**src/rtl/sync_router_pkg.sv**
```systemverilog
// Package: shared constants for the sync pulse router.
// Assumes five targets and byte-wide registers, so the two global bits
// fit above the per-target bits in the mode register.
package sync_router_pkg;
    localparam int unsigned NUM_TARGETS = 5;
    localparam int unsigned REG_W       = 8;
    localparam int unsigned ADDR_W      = 2;

    // Register addresses: the trigger register follows the mode register.
    localparam logic [ADDR_W-1:0] ADDR_MODE = 2'd0;
    localparam logic [ADDR_W-1:0] ADDR_TRIG = 2'd1;
    localparam logic [ADDR_W-1:0] ADDR_MASK = 2'd2;

    // Bit positions of the global fields, placed just above the per-target bits.
    localparam int unsigned GLOB_SRC_BIT  = NUM_TARGETS;
    localparam int unsigned PER_TGT_BIT   = NUM_TARGETS + 1;
    localparam int unsigned GLOB_TRIG_BIT = NUM_TARGETS;
endpackage

```
**src/rtl/sync_pin_edge.sv**
```systemverilog
// Module: sync_pin_edge
// Turns the sync pin level into a single-cycle rising-edge flag.
// Assumes the pin is already synchronous to clk; no synchronizer is used.
module sync_pin_edge (
    input  logic clk,
    input  logic rst_n,
    input  logic sync_pin,
    output logic pin_rise
);
    logic pin_q;

    // Purpose: remember the pin level from the previous clock.
    always_ff @(posedge clk) begin
        if (!rst_n) pin_q <= 1'b0;
        else        pin_q <= sync_pin;
    end

    assign pin_rise = sync_pin & ~pin_q;

    // A held pin cannot flag two edges in a row.
    assert_pin_once_R8: assert property (@(posedge clk) disable iff (!rst_n)
        pin_rise |=> !pin_rise);
endmodule

```
**src/rtl/sync_reg_bank.sv**
```systemverilog
// Module: sync_reg_bank
// Holds the mode, trigger and mask registers, gives combinational readback,
// and flags 0-to-1 trigger-bit writes by comparing new data with stored data.
// Assumes one write per clock; unmapped addresses ignore writes and read zero.
module sync_reg_bank
    import sync_router_pkg::*;
#(
    parameter int unsigned N_TGT = NUM_TARGETS,
    parameter int unsigned DW    = REG_W,
    parameter int unsigned AW    = ADDR_W
) (
    input  logic             clk,
    input  logic             rst_n,
    input  logic             wr_en,
    input  logic [AW-1:0]    wr_addr,
    input  logic [DW-1:0]    wr_data,
    input  logic [AW-1:0]    rd_addr,
    output logic [DW-1:0]    rd_data,
    output logic             per_target,
    output logic             glob_sw,
    output logic [N_TGT-1:0] tgt_sw,
    output logic [N_TGT-1:0] tgt_off,
    output logic [N_TGT-1:0] soft_tgt,
    output logic             soft_glob
);
    localparam int unsigned TRIG_BITS = N_TGT + 1;

    logic [DW-1:0] mode_q, trig_q, mask_q;
    logic          trig_wr;
    logic [TRIG_BITS-1:0] trig_rise;

    // Purpose: capture register writes by address.
    always_ff @(posedge clk) begin
        if (!rst_n) begin
            mode_q <= '0;
            trig_q <= '0;
            mask_q <= '0;
        end else if (wr_en) begin
            if (wr_addr == ADDR_MODE) mode_q <= wr_data;
            if (wr_addr == ADDR_TRIG) trig_q <= wr_data;
            if (wr_addr == ADDR_MASK) mask_q <= wr_data;
        end
    end

    // Purpose: select readback data for the requested address.
    always_comb begin
        case (rd_addr)
            ADDR_MODE: rd_data = mode_q;
            ADDR_TRIG: rd_data = trig_q;
            ADDR_MASK: rd_data = mask_q;
            default:   rd_data = '0;
        endcase
    end

    assign trig_wr   = wr_en && (wr_addr == ADDR_TRIG);
    assign trig_rise = trig_wr ? (wr_data[TRIG_BITS-1:0] & ~trig_q[TRIG_BITS-1:0])
                               : '0;

    assign soft_tgt   = trig_rise[N_TGT-1:0];
    assign soft_glob  = trig_rise[GLOB_TRIG_BIT];
    assign per_target = mode_q[PER_TGT_BIT];
    assign glob_sw    = mode_q[GLOB_SRC_BIT];
    assign tgt_sw     = mode_q[N_TGT-1:0];
    assign tgt_off    = mask_q[N_TGT-1:0];

    // A flagged trigger edge leaves the bit set, so a rewrite of 1 cannot re-fire.
    assert_rise_sets_bit_R7: assert property (@(posedge clk) disable iff (!rst_n)
        soft_glob |=> trig_q[GLOB_TRIG_BIT]);
    // A write to the unmapped address leaves every register unchanged.
    assert_unmapped_quiet_R9: assert property (@(posedge clk) disable iff (!rst_n)
        (wr_en && wr_addr == 2'd3) |=>
            ($stable(mode_q) && $stable(trig_q) && $stable(mask_q)));
endmodule

```
**src/rtl/sync_target_sel.sv**
```systemverilog
// Module: sync_target_sel
// Chooses the event for each target from the pin edge or the software
// triggers according to the mode and mask fields, and registers the pulses.
// Assumes its event inputs are single-cycle flags.
module sync_target_sel #(
    parameter int unsigned N_TGT = 5
) (
    input  logic             clk,
    input  logic             rst_n,
    input  logic             per_target,
    input  logic             glob_sw,
    input  logic [N_TGT-1:0] tgt_sw,
    input  logic [N_TGT-1:0] tgt_off,
    input  logic             pin_rise,
    input  logic             soft_glob,
    input  logic [N_TGT-1:0] soft_tgt,
    output logic [N_TGT-1:0] sync_out
);
    logic [N_TGT-1:0] ev;
    logic             glob_ev;

    assign glob_ev = glob_sw ? soft_glob : pin_rise;

    for (genvar i = 0; i < N_TGT; i++) begin : g_tgt
        assign ev[i] = !per_target ? glob_ev :
                       tgt_off[i]  ? 1'b0    :
                       tgt_sw[i]   ? soft_tgt[i] : pin_rise;

        // A masked target in per-target mode stays silent next cycle.
        assert_masked_low_R5: assert property (@(posedge clk) disable iff (!rst_n)
            (per_target && tgt_off[i]) |=> !sync_out[i]);
        // Every pulse traces back to an event flag one cycle earlier.
        assert_pulse_has_cause_R8: assert property (@(posedge clk) disable iff (!rst_n)
            sync_out[i] |-> $past(pin_rise || soft_glob || soft_tgt[i]));
    end

    // Purpose: register the selected events as one-cycle pulses.
    always_ff @(posedge clk) begin
        if (!rst_n) sync_out <= '0;
        else        sync_out <= ev;
    end

    // In global mode all targets move together.
    assert_global_uniform_R2: assert property (@(posedge clk) disable iff (!rst_n)
        !per_target |=> (sync_out == '0 || sync_out == '1));
endmodule

```
**src/rtl/sync_router.sv**
```systemverilog
// Module: sync_router (top)
// Routes sync pulses from the pin or from software trigger bits to five
// transmit-path targets. Assumes sync_pin is synchronous to clk.
module sync_router
    import sync_router_pkg::*;
#(
    parameter int unsigned N_TGT = NUM_TARGETS,
    parameter int unsigned DW    = REG_W,
    parameter int unsigned AW    = ADDR_W
) (
    input  logic             clk,
    input  logic             rst_n,
    input  logic             sync_pin,
    input  logic             wr_en,
    input  logic [AW-1:0]    wr_addr,
    input  logic [DW-1:0]    wr_data,
    input  logic [AW-1:0]    rd_addr,
    output logic [DW-1:0]    rd_data,
    output logic [N_TGT-1:0] sync_out
);
    logic             pin_rise, per_target, glob_sw, soft_glob;
    logic [N_TGT-1:0] tgt_sw, tgt_off, soft_tgt;

    sync_pin_edge u_edge (
        .clk      (clk),
        .rst_n    (rst_n),
        .sync_pin (sync_pin),
        .pin_rise (pin_rise)
    );

    sync_reg_bank #(.N_TGT(N_TGT), .DW(DW), .AW(AW)) u_regs (
        .clk        (clk),
        .rst_n      (rst_n),
        .wr_en      (wr_en),
        .wr_addr    (wr_addr),
        .wr_data    (wr_data),
        .rd_addr    (rd_addr),
        .rd_data    (rd_data),
        .per_target (per_target),
        .glob_sw    (glob_sw),
        .tgt_sw     (tgt_sw),
        .tgt_off    (tgt_off),
        .soft_tgt   (soft_tgt),
        .soft_glob  (soft_glob)
    );

    sync_target_sel #(.N_TGT(N_TGT)) u_sel (
        .clk        (clk),
        .rst_n      (rst_n),
        .per_target (per_target),
        .glob_sw    (glob_sw),
        .tgt_sw     (tgt_sw),
        .tgt_off    (tgt_off),
        .pin_rise   (pin_rise),
        .soft_glob  (soft_glob),
        .soft_tgt   (soft_tgt),
        .sync_out   (sync_out)
    );
endmodule

```
**config.mk**
```make
export PLATFORM = sky130hd
export DESIGN_NAME = sync_router
export DESIGN_NICKNAME = d
export VERILOG_FILES = /design/src/rtl/sync_router_pkg.sv /design/src/rtl/sync_pin_edge.sv /design/src/rtl/sync_reg_bank.sv /design/src/rtl/sync_target_sel.sv /design/src/rtl/sync_router.sv
export SDC_FILE = /design/constraint.sdc
export NUM_CORES = 1
export LEC_CHECK = 0
export BUFFER_PORTS_ARGS = -buffer_cell sky130_fd_sc_hd__buf_2
export CAP_MARGIN = 20
export CORE_MARGIN = 2
export CORE_UTILIZATION = 32
export CTS_CLUSTER_DIAMETER = 50
export CTS_CLUSTER_SIZE = 10
export DETAILED_ROUTE_END_ITERATION = 7
export GPL_TIMING_DRIVEN = 0
export MAX_ROUTING_LAYER = met4
export REMOVE_ABC_BUFFERS = 1
export SLEW_MARGIN = 10
export SYNTH_ARGS = -nofsm -noshare
export SYNTH_HDL_FRONTEND = slang
export SYNTH_HIERARCHICAL = 1
export SYNTH_SLANG_ARGS = --single-unit
```
**constraint.sdc**
```tcl
create_clock -name clk -period 1.4 [get_ports clk]
set_clock_uncertainty 0.1 [all_clocks]
set_input_delay 0.28 -clock clk [delete_from_list [all_inputs] [get_ports clk]]
set_output_delay 0.28 -clock clk [all_outputs]
set_load 0.02 [all_outputs]
```
Yosys cells after proc, flatten, opt, wreduce, memory -nomap -nowiden
Cells that the tools add are included.
Word-level totals
  register bits: 30
  input bits: 16
  word-level logic and storage cells: 37
Cells by class
  equality and inequality tests: 4
  multiplexer cells: 18
  bitwise logic cells: 4
  reductions and logical operators: 6
Operators with widths (number)
  case mux 8 bit (3 select lines): 1
  2-to-1 mux 1 bit: 16
  bitwise AND 6 bit: 1
  2-to-1 mux 6 bit: 1
  inverter 6 bit: 1
  AND reduction 2 bit: 3
  equality test 2 x 1 -> 1 bit, second input constant: 2
  equality test 2 bit, second input constant: 2
  zero test 2 bit: 2
  bitwise AND 1 bit: 1
  logical AND 1 bit: 1
  inverter 1 bit: 1

Logic depth before layout (Yosys ltp)
Gate-level depths: netlist (run 1).
  depth after elaboration: 6
  depth in mapped cells: 5

Modules after synthesis
The synthesis (run 1) kept the hierarchy.
Modules (own cells, without submodules)
  sync_reg_bank: instances 1, cells an instance 125, area an instance 1198.6 µm², sequential area each 480.5 µm²
  sync_target_sel: instances 1, cells an instance 18, area an instance 214.0 µm², sequential area each 100.1 µm²
  sync_pin_edge: instances 1, cells an instance 3, area an instance 40.0 µm², sequential area each 20.0 µm²

Least setup slack after synthesis (run 1)
No wires, ideal clock.
  path kind: in2reg
  start point: input wr_addr[1]
  end point: register u_sel.sync_out[3]
  setup time: 92 ps
  arrival: 1242 ps
  data required time: 1208 ps
  setup slack: -34 ps
  stages on the path: 5
  cell sequence: nand3b_2 > buf_4 > nor3b_1 > mux2i_1 > o32ai_1
Between the ends
  longest elaborated chain between the ends: 6
  elaborated cells between the ends (all ways): 7
  classes of those cells: eq/ne: 1; mux: 5; reduce/logical: 1
Ends and longest elaborated chain
  start: declaration: RTL line sync_router.sv:15  | input logic [AW-1:0] wr_addr,
  equality test 2 x 1 -> 1 bit: RTL line sync_reg_bank.sv:55  | assign trig_wr = wr_en && (wr_addr == ADDR_TRIG);
  logical AND 1 bit: RTL line sync_reg_bank.sv:55
  2-to-1 mux 6 bit: RTL line sync_reg_bank.sv:56  | assign trig_rise = trig_wr ? (wr_data[TRIG_BITS-1:0] & ~trig_q[TRIG_BITS-1:0])
  via soft_tgt[3]: RTL line sync_router.sv:22  | logic [N_TGT-1:0] tgt_sw, tgt_off, soft_tgt;
  2-to-1 mux 1 bit: RTL line sync_target_sel.sv:27  | tgt_sw[i] ? soft_tgt[i] : pin_rise;
  2-to-1 mux 1 bit: RTL line sync_target_sel.sv:26  | tgt_off[i] ? 1'b0 :
  2-to-1 mux 1 bit: RTL line sync_target_sel.sv:25  | assign ev[i] = !per_target ? glob_ev :
  end signal: assignment: RTL line sync_target_sel.sv:40  | else sync_out <= ev;
  end: declaration: RTL line sync_target_sel.sv:17  | output logic [N_TGT-1:0] sync_out
The timed path passes the listed nets, and every way through them passes these cells.
A chain may end at the register's enable or synchronous reset.

Worst setup path in the final report (run 1)
  start point: input rd_addr[0]
  end point: output rd_data[0]
Between the ends
  longest elaborated chain between the ends: 2
  elaborated cells between the ends (all ways): 4
  classes of those cells: eq/ne: 2; mux: 1; reduce/logical: 1
Ends and longest elaborated chain
  start: declaration: RTL line sync_router.sv:17  | input logic [AW-1:0] rd_addr,
  equality test 2 bit, or another cell as far along: RTL line sync_reg_bank.sv:47  | case (rd_addr)
  case mux 8 bit (3 select lines) (*): RTL line sync_reg_bank.sv:47
  end: declaration: RTL line sync_router.sv:18  | output logic [DW-1:0] rd_data,
Every way passes the cells marked *; elsewhere a longest branch is shown, timed or not.

==> results of run 1 <==
## cell usage after synthesis (all sizes together)
cell type / number / area [µm²]
nand2: 33 / 123.9
nand2b: 1 / 6.260
mux2i: 38 / 380.4
nor3b: 6 / 45.04
and2: 1 / 6.260
and3b: 1 / 10.01
nand3b: 1 / 11.26
dfxtp: 30 / 600.6
o32ai: 5 / 43.79
or3b: 1 / 8.760
buf: 17 / 118.9
o2bb2ai: 8 / 70.07
nor2b: 2 / 20.02
clkbuf: 2 / 7.510
## worst max-delay path: stages
cell       delay (ns)
buf_8            0.11
nor2b_4          0.19
buf_4            0.15
o2bb2ai_1        0.12
buf_4            0.16
## how the worst min path moves through the flow
stage / from / slack, ns / endpoint / cells after the start
6_report: sync_pin / 0.13 / u_edge/pin_q / 2
5_1_grt: sync_pin / 0.13 / u_edge/pin_q / 2
4_1_cts: sync_pin / 0.12 / u_edge/pin_q / 2
3_5_place_dp: u_regs/mask_q[5] / 0.35 / u_regs/mask_q[5] / 2
3_3_place_gp: u_regs/mask_q[7] / 0.34 / u_regs/mask_q[7] / 2
2_1_floorplan: sync_pin / 0.30 / u_edge/pin_q / 1
## through the flow
step / hold slack [ns] / util
4_1_cts: 0.1238 / 0.3902
6_report: 0.1321 / 0.4009
3_3_place_gp: 0.3417 / 0.3517
3_5_place_dp: 0.3501 / 0.3517
2_1_floorplan: 0.3017 / -
5_1_grt: 0.1301 / 0.4009
## layer usage
layer	track usage	wire, µm	vias up
met5	-	0	-
met4	0.03774	35	0
met3	0.04079	173	5
met2	0.2222	1467	26
met1	0.1680	1514	504
li1	-	-	544
## state kept, by name (all words and copies together) (netlist names)
register / flops
u_regs/mode_q: 8
u_edge/pin_q: 1
u_regs/mask_q: 8
u_regs/trig_q: 8
u_sel/sync_out: 5
## timing repair
action / 4_1_cts / 5_1_grt
resized for setup: 27 / 9
pin swaps: 0 / 8
setup endpoints to repair: 13 / 13
buffers inserted: 3 / 3
## cells by family after synthesis
group                  after synthesis
AOI/OAI and AO/OA                   13
buffers and inverters               19
DFF                                 30
muxes                               38
and+or+nand+nor                     46
## power groups by stage
stage	sequential, µW	clock (µW)	combinational, µW
final	914	629	239
after global routing	917	677	260
after CTS	913	638	232
after detailed placement	929	0	211
after global placement	928	0	205
after floorplan	937	0	109
## cell type report
class,instances,area (µm²)
well taps,52,65.06
flip-flops and latches,30,619.3
repair buffers,34,231.5
multi-input cells,97,753.2
fillers,424,2609
clock buffers,7,76.32
## cell usage in the layout (no fill, tap or decap), drive strengths merged
cell     count
o2bb2ai      8
nor2b        2
or3b         1
buf         33
and2         1
dfxtp       30
and3b        1
clkbuf       8
nand3b       1
nor3b        6
nand2       33
mux2i       38
nand2b       1
o32ai        5
==> summary.txt, run 1 <==
outcome - finished clean
placeable core area - 4354 µm²
Via Count - 1079
number of antenna violations at the first check in global routing - 0
register share of total power - 0.513
final cell count without fillers - 220
highest achievable clock rate - 716.4 MHz
multiplexer fraction of the synthesized cell area - 0.2618
share of the cycle needed by the critical path after routing - 0.9970
post-synthesis average cell area - 9.950 µm²
placed cell count - 207
synthesized instance count - 146
number of H-tree levels - 2
residual DRC count - 0
clock network fraction of design power - 0.353
via count of the first global-routing pass - 1097
setup TNS - 0 ns
RSZ-0062 raised after global routing - true
critical path data arrival time - 1.02 ns
share of the synthesized area in compound gates (AO/OA/AOI/OAI) - 0.07838
largest family of logic cells by synthesized area - multiplexers
Die X - 71.38 µm
wirelength, routed - 3191 µm
Place WS - -0.5416 ns
full die area - 5094 µm²
simple-gate portion of the synthesized area - 0.1593
final-report hold violation count - 0
count of hold-fix buffers inserted at cts - 0
area growth from synthesis to layout - 20.15%
capturing point of the worst reg2reg path - u_sel/sync_out[2]
critical path launch point - rd_addr[0]
clock tree from TritonCTS - yes
critical path launch point type - primary input
number of nets still failing antenna checks after routing - 0
largest net degree at the start of global routing - 36
clock sink count - 30
worst min-delay path class - in -> reg
routed vias/inst - 4.905
fin crit period - 1.396 ns
summed area of non-filler cells in the final layout - 1745 µm²
Switching Share - 0.2474
leakage power total - 0.0007849 µW
clock latency on the worst-skew pair - 0.27 ns
net switching power figure - 440.7 µW
DR iter-0 viols - 48
Max Transition Viols Final - 0
average wire per cell in the routed design - 14.50 µm
cell count of the worst reg-to-reg path - 3
final total power - 1782 µW
layout cells sized above 1 - 0.3571
I/O pin count - 29
number of nets in the final layout - 184
clock edge transition at the registers on the reported setup and hold paths - 0.06 ns
worst path required time - 1.02 ns
count of inserted antenna diode cells - 0
tightest slew margin relative to the limit - 0.6223
die height - 71.38 µm
area post-placement - 1531 µm²
Final Worst Setup Slack - 0.004158 ns
Synth Area in Adders - 0
count of state elements after synthesis - 30
proportion of power drawn by combinational gates - 0.134
wire length of the first global-routing pass - 5306 µm
Yosys warning total - 6
register-to-register setup slack - 0.06 ns
grt ovf - 0
launching point of the worst reg2reg path - u_regs/mode_q[5]
overall track demand over capacity in global routing - 0.1378
count of input and output buffers - 28
number of library cell types mapped by synthesis - 17
First-pass DRT Iterations - 4
clock tree root buffer cell - clkbuf_8
Worst Path Max Fanout - 9
endpoints failing setup - 0
Syn Std Cell Area - 1453 µm²
capturing instance or port of the critical path - rd_data[0]
share of synthesized area occupied by flip-flops and latches - 0.4134
maximum clock path buffer count - 2
initial core utilization - 0.3336
Worst Setup Path Type - in -> out
P per Cell Area - 1021 nW/µm²
VDD IR-drop max - 0.4184 mV
Slew @ Worst Pin - 0.5508 ns
count of maximum capacitance violations - 0
routability-driven placement congestion ratio - 0.6960
number of CTS-inserted buffers - 5
endpoint kind of the worst setup timing path - output pin
cell internal pwr - 1341 µW
standard-cell rows - 24
fraction of synthesized cell area in xor and xnor cells - 0
(Power assumes the default switching activity.)
==> run 2, diff against run 1 <==
GPL_TIMING_DRIVEN = not set   (was 0)
==> run 2 against run 1 <==
Against the previous run:
- cell area increased by 6.6%
- critical path depth is 2 lower
- sequential cell count stayed put
- largest power group unchanged
- combinational power rose by 9.6%
- worst setup slack worse by 0.017 ns
- via count is 7.3% higher
- the run now ends with negative setup slack left
- sequential power about the same
- power is 16% higher
==> summary.txt, run 2 (synthesized netlist as in run 1, its figures left out) <==
count of maximum capacitance violations - 0 (unchanged)
worst min-delay path class - in -> reg
worst hold path startpoint - sync_pin
share of the cycle needed by the critical path after routing - 1.009 (+0.01241)
commonest non-fill, non-tap cell in the layout - mux2i_1
wire length of the first global-routing pass - 5685 µm (+7.1%)
overall track demand over capacity in global routing - 0.1519 (+0.01407)
leakage power total - 0.0008537 µW (+8.8%)
count of hold-fix buffers inserted at cts - 0 (unchanged)
full die area - 5094 µm² (unchanged)
layout cells sized above 1 - 0.4144 (+0.05722)
tightest slew margin relative to the limit - 0.7811 (+0.1588)
proportion of power drawn by combinational gates - 0.127 (-0.007)
Die X - 71.38 µm (unchanged)
Switching Share - 0.2301 (-0.01728)
clock edge transition at the registers on the reported setup and hold paths - 0.06 ns (about the same)
Largest delay share family, worst path - flip-flops
registers with the most flip-flops - u_regs/mask_q: 8 flops, u_regs/mode_q: 8 flops, u_regs/trig_q: 8 flops
critical path launch point - u_regs/mask_q[4]
highest achievable clock rate - 707.6 MHz (-1.2%)
average wire per cell in the routed design - 15.04 µm (+3.7%)
DR iter-0 viols - 61 (+27%)
area growth from synthesis to layout - 28.08%
initial core utilization - 0.3336 (unchanged)
routability-driven placement congestion ratio - 0.8050 (+16%)
wirelength, routed - 3504 µm (+9.8%)
number of nets in the final layout - 197 (+7.1%)
cell internal pwr - 1586 µW (+18%)
# fillers - 416 (-1.9%)
RSZ-0062 raised after global routing - true
worst path required time - 1.02 ns (about the same)
Final Worst Setup Slack - -0.01322 ns (-0.01738 ns)
via count of the first global-routing pass - 1219 (+11%)
standard-cell rows - 24 (unchanged)
violations in the final reports - negative setup slack
count of inserted antenna diode cells - 0 (unchanged)
number of antenna violations at the first check in global routing - 0 (unchanged)
clock tree from TritonCTS - yes
Via Count - 1158 (+7.3%)
largest net degree at the start of global routing - 17 (-53%)
number of CTS-inserted buffers - 5 (unchanged)
register share of total power - 0.443 (-0.070)
cell chain of the critical path - mux2i_1 -> o2bb2ai_1 -> buf_4
largest stage delay on the critical path - 0.34 ns (+0.15 ns)
Worst Path Max Fanout - 2 (-7)
final HPWL from detailed placement - 2536 µm
Worst Setup Path Type - reg -> out
total area of multi-input combinational cells - 732.0 µm² (-2.8%)
VDD IR-drop max - 0.3581 mV (-14%)
critical path data arrival time - 1.03 ns (about the same)
placeable core area - 4354 µm² (unchanged)
die height - 71.38 µm (unchanged)
outcome - complete, but fails checks
Max Transition Viols Final - 0 (unchanged)
CP max-delay cell - dfxtp_2
critical path launch point type - register
launching point of the worst reg2reg path - u_regs/trig_q[5]
area taken by flip-flops and latches - 620.6 µm² (+0.20%)
clock network fraction of design power - 0.429 (+0.076)
endpoint kind of the worst setup timing path - output pin
clock sink count - 30 (unchanged)
count of input and output buffers - 28 (unchanged)
critical path buffer and inverter count - 1 (-2)
P per Cell Area - 1107 nW/µm² (+8.5%)
I/O pin count - 29 (unchanged)
Slew @ Worst Pin - 0.3220 ns (-0.2288 ns)
number of nets still failing antenna checks after routing - 0 (unchanged)
First-pass DRT Iterations - 4 (unchanged)
endpoints failing setup - 1 (+1)
final-report hold violation count - 0 (unchanged)
fin crit period - 1.413 ns (+0.01738 ns)
final cell count without fillers - 233 (+5.9%)
clock latency on the worst-skew pair - 0.28 ns (about the same)
routed vias/inst - 4.970 (+1.3%)
number of H-tree levels - 2 (unchanged)
clock tree root buffer cell - clkbuf_8
residual DRC count - 0 (unchanged)
maximum clock path buffer count - 2 (unchanged)
final total power - 2060 µW (+16%)
placed cell count - 219 (+5.8%)
grt ovf - 0 (unchanged)
net switching power figure - 473.9 µW (+7.5%)
most frequent cells in the layout - mux2i_1 (37), nand2_1 (33), buf_4 (26)
-- run 2: changes by cell type in the layout (fill, tap and decap cells not counted), moves of 2 or more --
cell      before  now
buf_6          3    0
buf_4         12   26
buf_12         0    2
buf_2         17   19
clkbuf_1       2    0
-- run 2: through the flow --
stage	setup WS [ns]	utilization	cell area (µm²)	TNS [ns]	hold WS, ns
floorplan	-0.02522	-	1326	-0.02522	0.3017
global placement	-0.08081	0.3782	1647	-0.4905	0.3444
detailed placement	-0.1718	0.3782	1647	-0.9194	0.3539
CTS	-0.02064	0.4195	1827	-0.02064	0.1247
global route	-0.07602	0.4273	1861	-0.2804	0.1296
finish	-0.01322	0.4273	1861	-0.01322	0.1210
-- run 2: cell type report --
| type | instances | share of cell area |
|---|---|---|
| multi-input combinational | 97 | 0.3934 |
| sequential | 30 | 0.3336 |
| timing repair buffer | 47 | 0.1775 |
| clock buffer | 6 | 0.04438 |
| tap | 52 | 0.03497 |
| clock inverter | 1 | 0.01614 |
-- run 2: power by group through the flow --
| stage | registers (µW) | clock network (µW) | logic (µW) |
|---|---|---|---|
| after detailed placement | 931 | 0 | 243 |
| after global placement | 930 | 0 | 237 |
| after floorplan | 937 | 0 | 109 |
| after global routing | 916 | 934 | 282 |
| after CTS | 913 | 899 | 257 |
| final | 913 | 884 | 262 |
-- run 2: worst paths after layout --
| kind | end | slack [ns] | cells past startpoint |
|---|---|---|---|
| min reg2reg | u_regs/mask_q[7] | 0.36 | 2 |
| max | rd_data[4] | -0.01 | 3 |
| max reg2reg | u_sel/sync_out[0] | 0.24 | 3 |
| min | u_edge/pin_q | 0.12 | 2 |
-- run 2: layer usage --
layer	routed length [µm]	track usage	share of wire
met1	1528	0.1641	0.44
met5	0	-	0
met3	190	0.04501	0.054
met4	33	0.05870	0.0094
met2	1752	0.2613	0.50
-- run 2: timing repair --
action,CTS,global route
gates resized for setup,21,6
endpoints found under the setup margin,8,12
pin swaps,4,5
buffers inserted,4,3
